File: src/rtl/bhp_pkg.sv
package bhp_pkg;
  localparam int unsigned STAT_W      = 8;
  localparam int unsigned ST_OBF_N    = 7;
  localparam int unsigned ST_EN_OUT   = 6;
  localparam int unsigned ST_IBF      = 5;
  localparam int unsigned ST_EN_IN    = 4;
  localparam int unsigned ST_INTR     = 3;

  function automatic logic [STAT_W-1:0] pack_status(
    input logic obf_n, input logic en_out, input logic ibf,
    input logic en_in, input logic intr);
    logic [STAT_W-1:0] s;
    s = '0;
    s[ST_OBF_N]  = obf_n;
    s[ST_EN_OUT] = en_out;
    s[ST_IBF]    = ibf;
    s[ST_EN_IN]  = en_in;
    s[ST_INTR]   = intr;
    return s;
  endfunction
endpackage

File: src/rtl/bhp_out_path.sv
module bhp_out_path #(
  parameter int unsigned W = 8
) (
  input  logic         clk,
  input  logic         rst_n,
  input  logic         wr_valid,
  input  logic [W-1:0] wr_data,
  output logic         wr_ready,
  input  logic         ack_n,
  output logic         full,
  output logic [W-1:0] pad_out,
  output logic         pad_oe
);
  logic [W-1:0] hold_q;
  logic         full_q;

  always_ff @(posedge clk) begin
    if (!rst_n) begin
      full_q <= 1'b0;
      hold_q <= '0;
    end else if (full_q && !ack_n) begin
      full_q <= 1'b0;
    end else if (wr_valid && !full_q) begin
      hold_q <= wr_data;
      full_q <= 1'b1;
    end
  end

  assign full     = full_q;
  assign wr_ready = !full_q;
  assign pad_out  = hold_q;
  assign pad_oe   = !ack_n;


  wr_accept_chk: assert property (@(posedge clk) disable iff (!rst_n)
    (wr_valid && wr_ready) |=> (full_q && hold_q == $past(wr_data)));

  ack_drain_chk: assert property (@(posedge clk) disable iff (!rst_n)
    (full_q && !ack_n) |=> !full_q);

  hold_full_chk: assert property (@(posedge clk) disable iff (!rst_n)
    (full_q && ack_n) |=> (full_q && $stable(hold_q)));
endmodule

File: src/rtl/bhp_in_path.sv
module bhp_in_path #(
  parameter int unsigned W = 8
) (
  input  logic         clk,
  input  logic         rst_n,
  input  logic         stb_n,
  input  logic [W-1:0] pad_in,
  input  logic         rd_ready,
  output logic         ibf,
  output logic [W-1:0] rd_data
);
  logic [W-1:0] cap_q;
  logic         ibf_q;

  always_ff @(posedge clk) begin
    if (!rst_n) begin
      ibf_q <= 1'b0;
      cap_q <= '0;
    end else if (ibf_q && rd_ready) begin
      ibf_q <= 1'b0;
    end else if (!ibf_q && !stb_n) begin
      cap_q <= pad_in;
      ibf_q <= 1'b1;
    end
  end

  assign ibf     = ibf_q;
  assign rd_data = cap_q;


  strobe_latch_chk: assert property (@(posedge clk) disable iff (!rst_n)
    (!ibf_q && !stb_n) |=> (ibf_q && cap_q == $past(pad_in)));

  strobe_ignore_chk: assert property (@(posedge clk) disable iff (!rst_n)
    (ibf_q && !rd_ready) |=> (ibf_q && $stable(cap_q)));

  read_clear_chk: assert property (@(posedge clk) disable iff (!rst_n)
    (ibf_q && rd_ready) |=> !ibf_q);
endmodule

File: src/rtl/bhp_irq.sv
module bhp_irq
  import bhp_pkg::*;
(
  input  logic              clk,
  input  logic              rst_n,
  input  logic              en_out_wr,
  input  logic              en_out_val,
  input  logic              en_in_wr,
  input  logic              en_in_val,
  input  logic              full,
  input  logic              ack_n,
  input  logic              ibf,
  input  logic              stb_n,
  output logic              intr,
  output logic [STAT_W-1:0] status
);
  logic en_out_q, en_in_q;
  logic out_req, in_req;

  always_ff @(posedge clk) begin
    if (!rst_n) begin
      en_out_q <= 1'b0;
      en_in_q  <= 1'b0;
    end else begin
      if (en_out_wr) en_out_q <= en_out_val;
      if (en_in_wr)  en_in_q  <= en_in_val;
    end
  end

  always_comb begin
    out_req = en_out_q && !full && ack_n;
    in_req  = en_in_q && ibf && stb_n;
    intr    = out_req || in_req;
    status  = pack_status(!full, en_out_q, ibf, en_in_q, intr);
  end


  en_load_chk: assert property (@(posedge clk) disable iff (!rst_n)
    en_out_wr |=> (en_out_q == $past(en_out_val)));

  en_in_load_chk: assert property (@(posedge clk) disable iff (!rst_n)
    en_in_wr |=> (en_in_q == $past(en_in_val)));

  intr_quiet_chk: assert property (@(posedge clk) disable iff (!rst_n)
    (!en_out_q && !en_in_q) |-> !intr);
endmodule

File: src/rtl/bidir_hs_port.sv
module bidir_hs_port
  import bhp_pkg::*;
#(
  parameter int unsigned W = 8
) (
  input  logic              clk,
  input  logic              rst_n,
  input  logic              wr_valid,
  input  logic [W-1:0]      wr_data,
  output logic              wr_ready,
  output logic              rd_valid,
  output logic [W-1:0]      rd_data,
  input  logic              rd_ready,
  input  logic              en_out_wr,
  input  logic              en_out_val,
  input  logic              en_in_wr,
  input  logic              en_in_val,
  input  logic [W-1:0]      pad_in,
  output logic [W-1:0]      pad_out,
  output logic              pad_oe,
  output logic              obf_n,
  input  logic              ack_n,
  output logic              ibf,
  input  logic              stb_n,
  output logic              intr,
  output logic [STAT_W-1:0] status
);
  logic out_full;
  logic in_full;

  bhp_out_path #(.W(W)) u_out (
    .clk(clk), .rst_n(rst_n), .wr_valid(wr_valid), .wr_data(wr_data),
    .wr_ready(wr_ready), .ack_n(ack_n), .full(out_full),
    .pad_out(pad_out), .pad_oe(pad_oe)
  );

  bhp_in_path #(.W(W)) u_in (
    .clk(clk), .rst_n(rst_n), .stb_n(stb_n), .pad_in(pad_in),
    .rd_ready(rd_ready), .ibf(in_full), .rd_data(rd_data)
  );

  bhp_irq u_irq (
    .clk(clk), .rst_n(rst_n), .en_out_wr(en_out_wr), .en_out_val(en_out_val),
    .en_in_wr(en_in_wr), .en_in_val(en_in_val), .full(out_full),
    .ack_n(ack_n), .ibf(in_full), .stb_n(stb_n), .intr(intr), .status(status)
  );

  assign obf_n    = !out_full;
  assign ibf      = in_full;
  assign rd_valid = in_full;


  pad_drive_chk: assert property (@(posedge clk) disable iff (!rst_n)
    pad_oe |-> !ack_n);
endmodule

File: config.mk
export PLATFORM = sky130hd
export DESIGN_NAME = bidir_hs_port
export DESIGN_NICKNAME = d
export VERILOG_FILES = /design/src/rtl/bhp_pkg.sv /design/src/rtl/bhp_out_path.sv /design/src/rtl/bhp_in_path.sv /design/src/rtl/bhp_irq.sv /design/src/rtl/bidir_hs_port.sv
export SDC_FILE = /design/constraint.sdc
export NUM_CORES = 1
export LEC_CHECK = 0
export ABC_AREA = 1
export BUFFER_PORTS_ARGS = -buffer_cell sky130_fd_sc_hd__buf_2
export CORE_MARGIN = 4
export CORE_UTILIZATION = 44
export CTS_BUF_LIST = sky130_fd_sc_hd__clkbuf_8
export DETAILED_ROUTE_END_ITERATION = 16
export PLACE_DENSITY = 0.79
export SLEW_MARGIN = 20
export SYNTH_ARGS = -nofsm -noshare
export SYNTH_HDL_FRONTEND = slang
export SYNTH_SLANG_ARGS = --single-unit
export TNS_END_PERCENT = 100
File: constraint.sdc
create_clock -name clk -period 1.6 [get_ports clk]
set_clock_uncertainty 0.2 [all_clocks]
set_input_delay 0.32 -clock clk [delete_from_list [all_inputs] [get_ports clk]]
set_output_delay 0.32 -clock clk [all_outputs]
set_load 0.005 [all_outputs]
Word level (Yosys, flattened, before mapping) --
Cells that the tools add are included.
Storage, ports and cells: output and inout port bits 30, word-level logic and storage cells 26, register bits 20
Cells by class: reduce and logical (&&, ||, !) cells 17, bitwise gates (word level) 3
Operator list (number):
- 1-bit logical AND | 8
- 1-bit zero test | 4
- 2-bit AND reduction | 2
- 2-bit OR reduction | 2
- 1-bit NOT | 3
- 1-bit logical OR | 1

Logic depth before layout (Yosys ltp) --
Gate-level depths: netlist of run 1.
depth in word-level cells 4, mapped depth 5, gate-level depth less buffers 4

Cells and area by module --
Synthesis of run 1 repeated with hierarchy kept, for this count alone.
Second synthesis, totals: cell total of the unflattened synthesis 140, area, all modules 928.4 µm²
Modules (own cells, without submodules):
- bhp_out_path | area each 394.1 µm², cells an instance 58, times used 1
- bhp_in_path | area each 371.6 µm², cells an instance 56, times used 1
- bhp_irq | area each 151.4 µm², cells an instance 24, times used 1
- bidir_hs_port | area each 11.3 µm², cells an instance 2, times used 1

Worst setup path before layout of run 1 --
OpenSTA, ideal clock, no wires.
path kind reg-to-output, start point reg u_out.full_q, in the netlist u_out.full, end point out status[3], arrival time 0.858 ns, data required time 1.080 ns, slack 0.222 ns, path buffers 2, cell stages (with the launch flop) 6, cells stage by stage dfxtp_1 -> inv_1 -> buf_4 -> nand3_1 -> nand2_1 -> buf_4
On the way: cells in the longest elaborated chain, start to end 4
RTL lines:
- start, declared | RTL line bhp_out_path.sv:15 | logic full_q;
- start signal, assigned | RTL line bhp_out_path.sv:19 | full_q <= 1'b0;
- start signal, assigned | RTL line bhp_out_path.sv:22 | full_q <= 1'b0;
- start signal, assigned | RTL line bhp_out_path.sv:25 | full_q <= 1'b1;
- 1-bit zero test
- via obf_n | RTL line bidir_hs_port.sv:21 | output logic obf_n,
- 1-bit logical AND (2 in series) | RTL line bhp_irq.sv:31 | out_req = en_out_q && !full && ack_n;
- 1-bit logical OR | RTL line bhp_irq.sv:33 | intr = out_req || in_req;
- end, declared | RTL line bidir_hs_port.sv:26 | output logic [STAT_W-1:0] status
The timed path passes the listed nets, and every way through them passes these cells.

Worst setup path after layout of run 1 --
start point reg u_out.full_q, in the netlist u_out.full, end point out intr
On the way: cells in the longest elaborated chain, start to end 4
RTL lines:
- 1-bit zero test | RTL line bhp_irq.sv:31
- 1-bit logical AND (2 in series) | RTL line bhp_irq.sv:31
- 1-bit logical OR | RTL line bhp_irq.sv:33
- end, declared | RTL line bidir_hs_port.sv:25 | output logic intr,
No other way between the ends.

==> results of run 1 <==
## area by class of cell
class	count	area share (%)
multi-input combinational	83	29.30
clock buffer	4	4.671
sequential	20	34.18
inverter	21	6.900
timing repair buffer	52	22.08
tap	27	2.866
## worst paths after layout
check / from / endpoint / slack [ns]
min reg2reg: u_out.pad_out[1] / u_out.pad_out[1] / 0.28
max: u_out.full / intr / 0.09
min: en_out_wr / u_irq.en_out_q / 0.06
max reg2reg: u_in.ibf / u_in.rd_data[7] / 0.41
## per-layer routing
metal | wire length [um] | part of all wire [%] | vias to the layer above
li1 | - | - | 475
met1 | 808 | 44 | 359
met2 | 824 | 44 | 37
met3 | 219 | 12 | 0
met4 | 0 | 0 | 0
met5 | 0 | 0 | -
## registers in the layout, summed over array words and instances, names as in the netlist
| register | count |
|---|---|
| u_in.rd_data | 8 |
| u_out.pad_out | 8 |
| u_in.ibf | 1 |
| u_irq.en_in_q | 1 |
| u_irq.en_out_q | 1 |
| u_out.full | 1 |
## synthesized netlist by cell type
library cell | instances | area [um2]
nor2_1 | 36 | 135.1
conb_1 | 1 | 3.750
a21oi_1 | 2 | 10.01
nor2_4 | 2 | 22.52
nand2_1 | 27 | 101.4
buf_2 | 1 | 5.000
nand3_1 | 10 | 50.05
dfxtp_1 | 20 | 400.4
inv_1 | 21 | 78.83
buf_6 | 1 | 11.26
buf_4 | 13 | 97.59
o21ai_0 | 3 | 15.01
## kinds of logic after synthesis
group	after synthesis	synth area share, %
AOI/OAI and AO/OA	5	2.688
buffers and inverters	36	20.70
and+or+nand+nor	75	33.20
other	1	0.4028
DFF	20	43.01
## power by group
group          leakage, nW  internal (mW)  switching, mW  total, mW
logic                0.521         0.0970          0.108      0.205
clock network       0.0288          0.218          0.147      0.365
registers            0.167          0.542         0.0265      0.568
## through the flow
stage	setup WS, ns	power (mW)	cell area (um2)	utilization [%]	cells
global placement	0.1884	0.7763	1119	56.44	203
finish	0.09215	1.138	1179	59.47	207
CTS	0.0009129	1.153	1174	59.22	207
floorplan	0.2222	0.7174	938.4	-	139
global route	0.02256	1.214	1179	59.47	207
detailed placement	0.1643	0.7847	1119	56.44	203
==> qor.csv, run 1 <==
stage,metric,value,unit
power_and_ir_drop,P per Cell Area,965.8,nW/um2
power_and_ir_drop,leakage,0.7159,nW
die,die area,2915,um2
finish,fillcell total,207,
yosys,"FF+latch count, synth",20,
sta,Fin Hold WS,0.05507,ns
finish,share of cells above drive strength 1,33.89,%
yosys,Yosys warnings,0,
worst_setup_path,Critical-path top delay cell,dfxtp_2,
routing,WL/cell,8.947,um
sta,RSZ-0062 raised after global routing,no,
min_path,hold-critical path depth,2,
grt,largest net degree at the start of global routing,21,
sta,fmax,663.2,MHz
clock_tree,post-CTS resize count,1,
clock_tree,clk sinks,20,
die,# rows,16,
yosys,post-synthesis instance total,137,
worst_setup_path,"delay-heaviest family, CP",flip-flops,
die,Die Height,54.00,um
grt,M1 GR Usage,14.77,%
routing,Final ANT Viol Nets,0,
finish,ant diodes,0,
sta,Final Setup Violations,0,
sta,min Tclk post-route,1.508,ns
grt,first-pass GRT wire length,2.670,mm
clock_tree,TritonCTS clock tree,yes,
grt,vias in the first global route,678,
yosys,Post-Syn Area per Cell,6.795,um2
finish,"commonest non-fill, non-tap cell in the layout",buf_2,
die,core area,1982,um2
routing,DRT iter0 DRCs,4,
finish,area occupied by registers,402.9,um2
clock_tree,Num CTS Buffers,3,
die,io pins,56,
grt,Total Routing Usage GR,12.11,%
sta,setup TNS,0,ns
worst_setup_path,Setup crit start kind,flip-flop,
worst_setup_path,CP Data Required Time,1.08,ns
grt,Overflow after GRT,0,
flow_run,max-cap violations,0,
worst_setup_path,CP endpoint kind,output port,
finish,footprint of the multi-input gates,345.3,um2
yosys,"Distinct cells, synth",12,
placed_design,GP Congestion,0.6879,
routing,total wire length,1.852,mm
worst_setup_path,Slowest Stage Delay on Critical Path,0.35,ns
clock_tree,CTS max path bufs,2,
grt,GR Layer Usage met2,21.17,%
routing,DRC violations left,0,
die,die width,54.00,um
worst_setup_path,Worst Path Buf+Inv,2,
finish,nets@finish,207,
sta,"Slew Viols, Final",0,
placed_design,Port Buffers,52,
clock_tree,clk_lat worst skew,0.25,ns
sta,Tcrit/Tclk final,94.24,%
worst_setup_path,r2r worst-path depth,4,
power_and_ir_drop,worst vdd ir,0.5147,mV
clock_tree,"CTS clk-pin slew, worst paths",0.07,ns
min_path,hold crit path type,input port to flip-flop,
routing,Initial DRT Pass Iterations,2,
placed_design,hpwl dp,1.467,mm
finish,area grow syn2layout,26.61,%
worst_setup_path,crit-path max FO,13,
finish,most frequent cells in the layout,"buf_2, nor2_1, nand2_1, inv_1, dfxtp_1",
clock_tree,hold_buf cts,0,
clock_tree,CTS H-Tree Depth,1,
routing,via count,871,
yosys,netlist area before placement,930.9,um2
grt,busiest grt layer,met2,
worst_setup_path,worst path cell trace,"inv_4, nand3_1, nand2_1, buf_2",
routing,Via density,4.208,
die,Initial Util,46.97,%
clock_tree,"Setup Fix Bufs, Post-CTS",0,
yosys,post-synthesis sequential area ratio,43.01,%
clock_tree,CTS root buf,clkbuf_8,
worst_setup_path,Critical Path AT,0.99,ns
grt,GR Util met3,3.324,%
worst_setup_path,Worst path depth,4,
grt,initial antenna violation count,0,
run_status,status,finished clean,
worst_setup_path,CP Class,flip-flop to output port,
sta,"Hold Vio Cnt, Final",0,
Note: power is estimated with default switching activity, not from simulation.
==> inputs of run 2 (changes only) <==
CORE_ASPECT_RATIO = 0.8   (was unset)
==> run 2 against run 1 <==
Compared with the run above: critical path depth did not move; wire length is 5.9% higher; critical path type unchanged; sequential cell count unchanged; register-to-register slack is essentially flat.
==> qor.csv, run 2 (synthesis gave the netlist of run 1 again) <==
stage,metric,value,unit
run_status,status,finished clean,
worst_setup_path,CP endpoint kind,output port,
clock_tree,TritonCTS clock tree,yes,
die,die width,59.43,um
flow_run,max-cap violations,0,
clock_tree,"Setup Fix Bufs, Post-CTS",0,
grt,Overflow after GRT,0,
power_and_ir_drop,Overall Power,1.088,mW
min_path,hold crit path type,input port to flip-flop,
worst_setup_path,Setup crit start kind,flip-flop,
die,Die Height,49.14,um
sta,Tcrit/Tclk final,93.37,%
placed_design,dpl cells,200,
sta,"Slew Viols, Final",0,
power_and_ir_drop,leakage,0.7087,nW
power_and_ir_drop,worst vdd ir,0.8119,mV
routing,WL/cell,9.665,um
finish,share of cells above drive strength 1,33.52,%
die,die area,2920,um2
finish,Non-Filler Instances,203,
placed_design,GP Congestion,0.6999,
routing,total wire length,1.962,mm
finish,fin util,59.72,%
worst_setup_path,CP Class,flip-flop to output port,
placed_design,worst slack at placement,0.1827,ns
routing,DRT iter0 DRCs,12,
clock_tree,CTS max path bufs,2,
grt,vias in the first global route,760,
die,Initial Util,47.88,%
grt,first-pass GRT wire length,3.174,mm
finish,area grow syn2layout,24.73,%
grt,Total Routing Usage GR,14.06,%
clock_tree,clk sinks,20,
clock_tree,CTS root buf,clkbuf_8,
grt,largest net degree at the start of global routing,21,
finish,area occupied by registers,402.9,um2
grt,initial antenna violation count,0,
routing,DRC violations left,0,
power_and_ir_drop,P per Cell Area,936.8,nW/um2
sta,fmax,669.4,MHz
clock_tree,"CTS clk-pin slew, worst paths",0.07,ns
routing,Final ANT Viol Nets,0,
die,io pins,56,
routing,Via density,4.256,
finish,"commonest non-fill, non-tap cell in the layout",buf_2,
placed_design,hpwl dp,1.548,mm
finish,most frequent cells in the layout,"buf_2, nor2_1, nand2_1, inv_1, dfxtp_1",
clock_tree,post-CTS resize count,1,
die,# rows,14,
sta,PnR worst setup slack,0.1061,ns
sta,"Hold Vio Cnt, Final",0,
sta,min Tclk post-route,1.494,ns
finish,nets@finish,207,
clock_tree,clk_lat worst skew,0.25,ns
die,core area,1944,um2
worst_setup_path,R2R setup slack,0.41,ns
placed_design,Port Buffers,52,
worst_setup_path,CP Data Required Time,1.08,ns
worst_setup_path,Critical Path AT,0.97,ns
routing,via count,864,
routing,Initial DRT Pass Iterations,4,
finish,footprint of the multi-input gates,345.3,um2
sta,RSZ-0062 raised after global routing,no,
sta,setup TNS,0,ns
sta,Final Setup Violations,0,
clock_tree,Num CTS Buffers,3,
finish,ant diodes,0,
finish,fillcell total,188,
clock_tree,CTS H-Tree Depth,1,
clock_tree,hold_buf cts,0,
worst_setup_path,crit-path max FO,13,
[run 2: final cells by class]
class | instances | area share (%)
Clock buffer | 3 | 3.556
Inverter | 21 | 7.004
Multi-Input combinational cell | 83 | 29.74
Sequential cell | 20 | 34.70
Tap cell | 24 | 2.586
Timing Repair Buffer | 52 | 22.41
[run 2: final timing paths]
| check | from | endpoint | cells past startpoint |
|---|---|---|---|
| max | u_out.full | intr | 4 |
| min | en_out_wr | u_irq.en_out_q | 2 |
| max reg2reg | u_in.ibf | u_in.rd_data[3] | 4 |
| min reg2reg | u_in.rd_data[7] | u_in.rd_data[7] | 2 |
[run 2: stage by stage]
stage | instance area, um2 | hold slack, ns
3_5_place_dp | 1115 | 0.2665
5_1_grt | 1161 | 0.04806
4_1_cts | 1156 | 0.04215
6_report | 1161 | 0.05289
2_1_floorplan | 938.4 | 0.2136
3_3_place_gp | 1115 | 0.2577
[run 2: critical path, cell delays in order, from the launching register on]
cell and delay (ns):
dfxtp_2 0.35, inv_4 0.11, nand3_1 0.08, nand2_1 0.08, buf_2 0.11
[run 2: report_power, final]
group          switching [mW]  leakage, nW  total (mW)  internal [mW]
sequential             0.0260        0.167       0.568          0.542
combinational           0.109        0.521       0.206         0.0971
clock                   0.146       0.0216       0.314          0.167
[run 2: routing by layer]
| metal | part of all wire, % | vias up | global-route usage (%) |
|---|---|---|---|
| met1 | 43 | 359 | 16.08 |
| met2 | 48 | 30 | 24.00 |
| met5 | 0 | - | 0 |
| li1 | - | 473 | - |
| met4 | 0.41 | 0 | 3.396 |
| met3 | 8.7 | 2 | 5.556 |
==> inputs of run 3 (changes only) <==
CELL_PAD_IN_SITES_DETAIL_PLACEMENT = 1   (was unset)
CELL_PAD_IN_SITES_GLOBAL_PLACEMENT = 2   (was unset)
CORE_UTILIZATION = 21   (was 44)
PLACE_DENSITY = 0.77   (was 0.79)
==> run 3 against run 2 <==
Compared with the run above: sequential share of layout area shrank 1.3 points; die area up 91%; first-iteration DRC count rose to 3.5 times the previous value; critical path depth unchanged; sequential cell count did not move; design area grew 4.0%; non-clock buffer count increased by 1; largest power group unchanged; highest routed layer unchanged.
==> qor.csv, run 3 (synthesis gave the netlist of run 1 again) <==
stage,metric,value,unit
die,die area,5569,um2
sta,RSZ-0062 raised after global routing,no,
power_and_ir_drop,Overall Power,1.100,mW
placed_design,GP Congestion,0.6363,
die,io pins,56,
routing,Initial DRT Pass Iterations,2,
placed_design,Port Buffers,52,
routing,WL/cell,9.983,um
grt,first-pass GRT wire length,3.753,mm
sta,min Tclk post-route,1.479,ns
clock_tree,"Setup Fix Bufs, Post-CTS",0,
grt,vias in the first global route,877,
die,core area,4230,um2
sta,fmax,676.3,MHz
sta,Final Setup Violations,0,
die,Initial Util,22.01,%
power_and_ir_drop,leakage,0.7126,nW
finish,fin util,28.54,%
worst_setup_path,CP Data Required Time,1.08,ns
die,die width,82.44,um
finish,nets@finish,208,
grt,largest net degree at the start of global routing,21,
min_path,hold_sp,en_out_wr,
worst_setup_path,Critical Path AT,0.96,ns
clock_tree,clk sinks,20,
finish,Non-Filler Instances,237,
finish,area occupied by registers,402.9,um2
routing,DRC violations left,0,
worst_setup_path,RR Startpoint,u_in.ibf,
sta,"Slew Viols, Final",0,
clock_tree,CTS H-Tree Depth,1,
clock_tree,Num CTS Buffers,3,
sta,PnR worst setup slack,0.1215,ns
sta,"Hold Vio Cnt, Final",0,
worst_setup_path,CP endpoint kind,output port,
clock_tree,clk_lat worst skew,0.25,ns
routing,total wire length,2.366,mm
finish,area grow syn2layout,29.70,%
die,# rows,21,
grt,initial antenna violation count,0,
sta,setup TNS,0,ns
finish,fillcell total,558,
worst_setup_path,Setup crit start kind,flip-flop,
routing,Final ANT Viol Nets,0,
power_and_ir_drop,P per Cell Area,911.4,nW/um2
placed_design,dpl cells,234,
clock_tree,TritonCTS clock tree,yes,
finish,most frequent cells in the layout,"buf_2, nor2_1, nand2_1, inv_1, dfxtp_1",
worst_setup_path,CP Launch Point,u_out.full,
finish,ant diodes,0,
finish,share of cells above drive strength 1,33.89,%
grt,Overflow after GRT,0,
sta,Tcrit/Tclk final,92.41,%
routing,DRT iter0 DRCs,42,
clock_tree,CTS max path bufs,2,
routing,Via density,3.789,
worst_setup_path,CP Class,flip-flop to output port,
worst_setup_path,crit-path max FO,6,
clock_tree,"CTS clk-pin slew, worst paths",0.07,ns
finish,footprint of the multi-input gates,345.3,um2
placed_design,hpwl dp,1.891,mm
die,Die Height,67.55,um
run_status,status,finished clean,
routing,via count,898,
finish,"commonest non-fill, non-tap cell in the layout",buf_2,
power_and_ir_drop,worst vdd ir,0.3353,mV
clock_tree,CTS root buf,clkbuf_8,
flow_run,max-cap violations,0,
min_path,hold crit path type,input port to flip-flop,
grt,Total Routing Usage GR,8.852,%
placed_design,worst slack at placement,0.2985,ns
run 3: final cells by class:
cell class	count	area share, %
multi-input cells	83	28.60
repair buffers	53	22.18
flip-flops and latches	20	33.37
well taps	57	5.907
inverters	21	6.528
clock buffers	3	3.420
run 3: worst paths after layout:
check	end	slack [ns]	depth (start not counted)
max	status[3]	0.12	4
min	u_irq.en_out_q	0.05	2
max reg2reg	u_in.rd_data[0]	0.39	4
min reg2reg	u_out.pad_out[3]	0.28	2
run 3: repair_timing:
action | 4_1_cts | 5_1_grt
hold buffers | 0 | 0
gates resized for setup | 0 | 3
setup endpoints to repair | 0 | 2
run 3: metal layers:
metal,part of all wire [%],global-route usage (%),up-vias
met2,43,14.50,38
met1,45,10.65,382
met5,0,0,-
li1,-,-,474
met4,0.68,1.867,0
met3,11,4.000,4
run 3: power breakdown:
group	internal (mW)	total, mW	switching [mW]	leakage, nW
combinational	0.0991	0.212	0.113	0.524
sequential	0.542	0.567	0.0258	0.167
clock	0.167	0.321	0.154	0.0216
total	0.808	1.10	0.292	0.713
run 3: per-stage QoR:
step           hold WS [ns]  instance area (um2)
2_1_floorplan        0.2136                938.4
3_3_place_gp         0.2637                 1164
3_5_place_dp         0.2700                 1164
4_1_cts             0.04345                 1205
5_1_grt             0.05052                 1207
6_report            0.04964                 1207
run 3: critical path: stages, from the launching register on:
cell and delay [ns]:
dfxtp_2 0.34, inv_2 0.10, nand3_1 0.08, nand2_1 0.07
buf_2 0.11
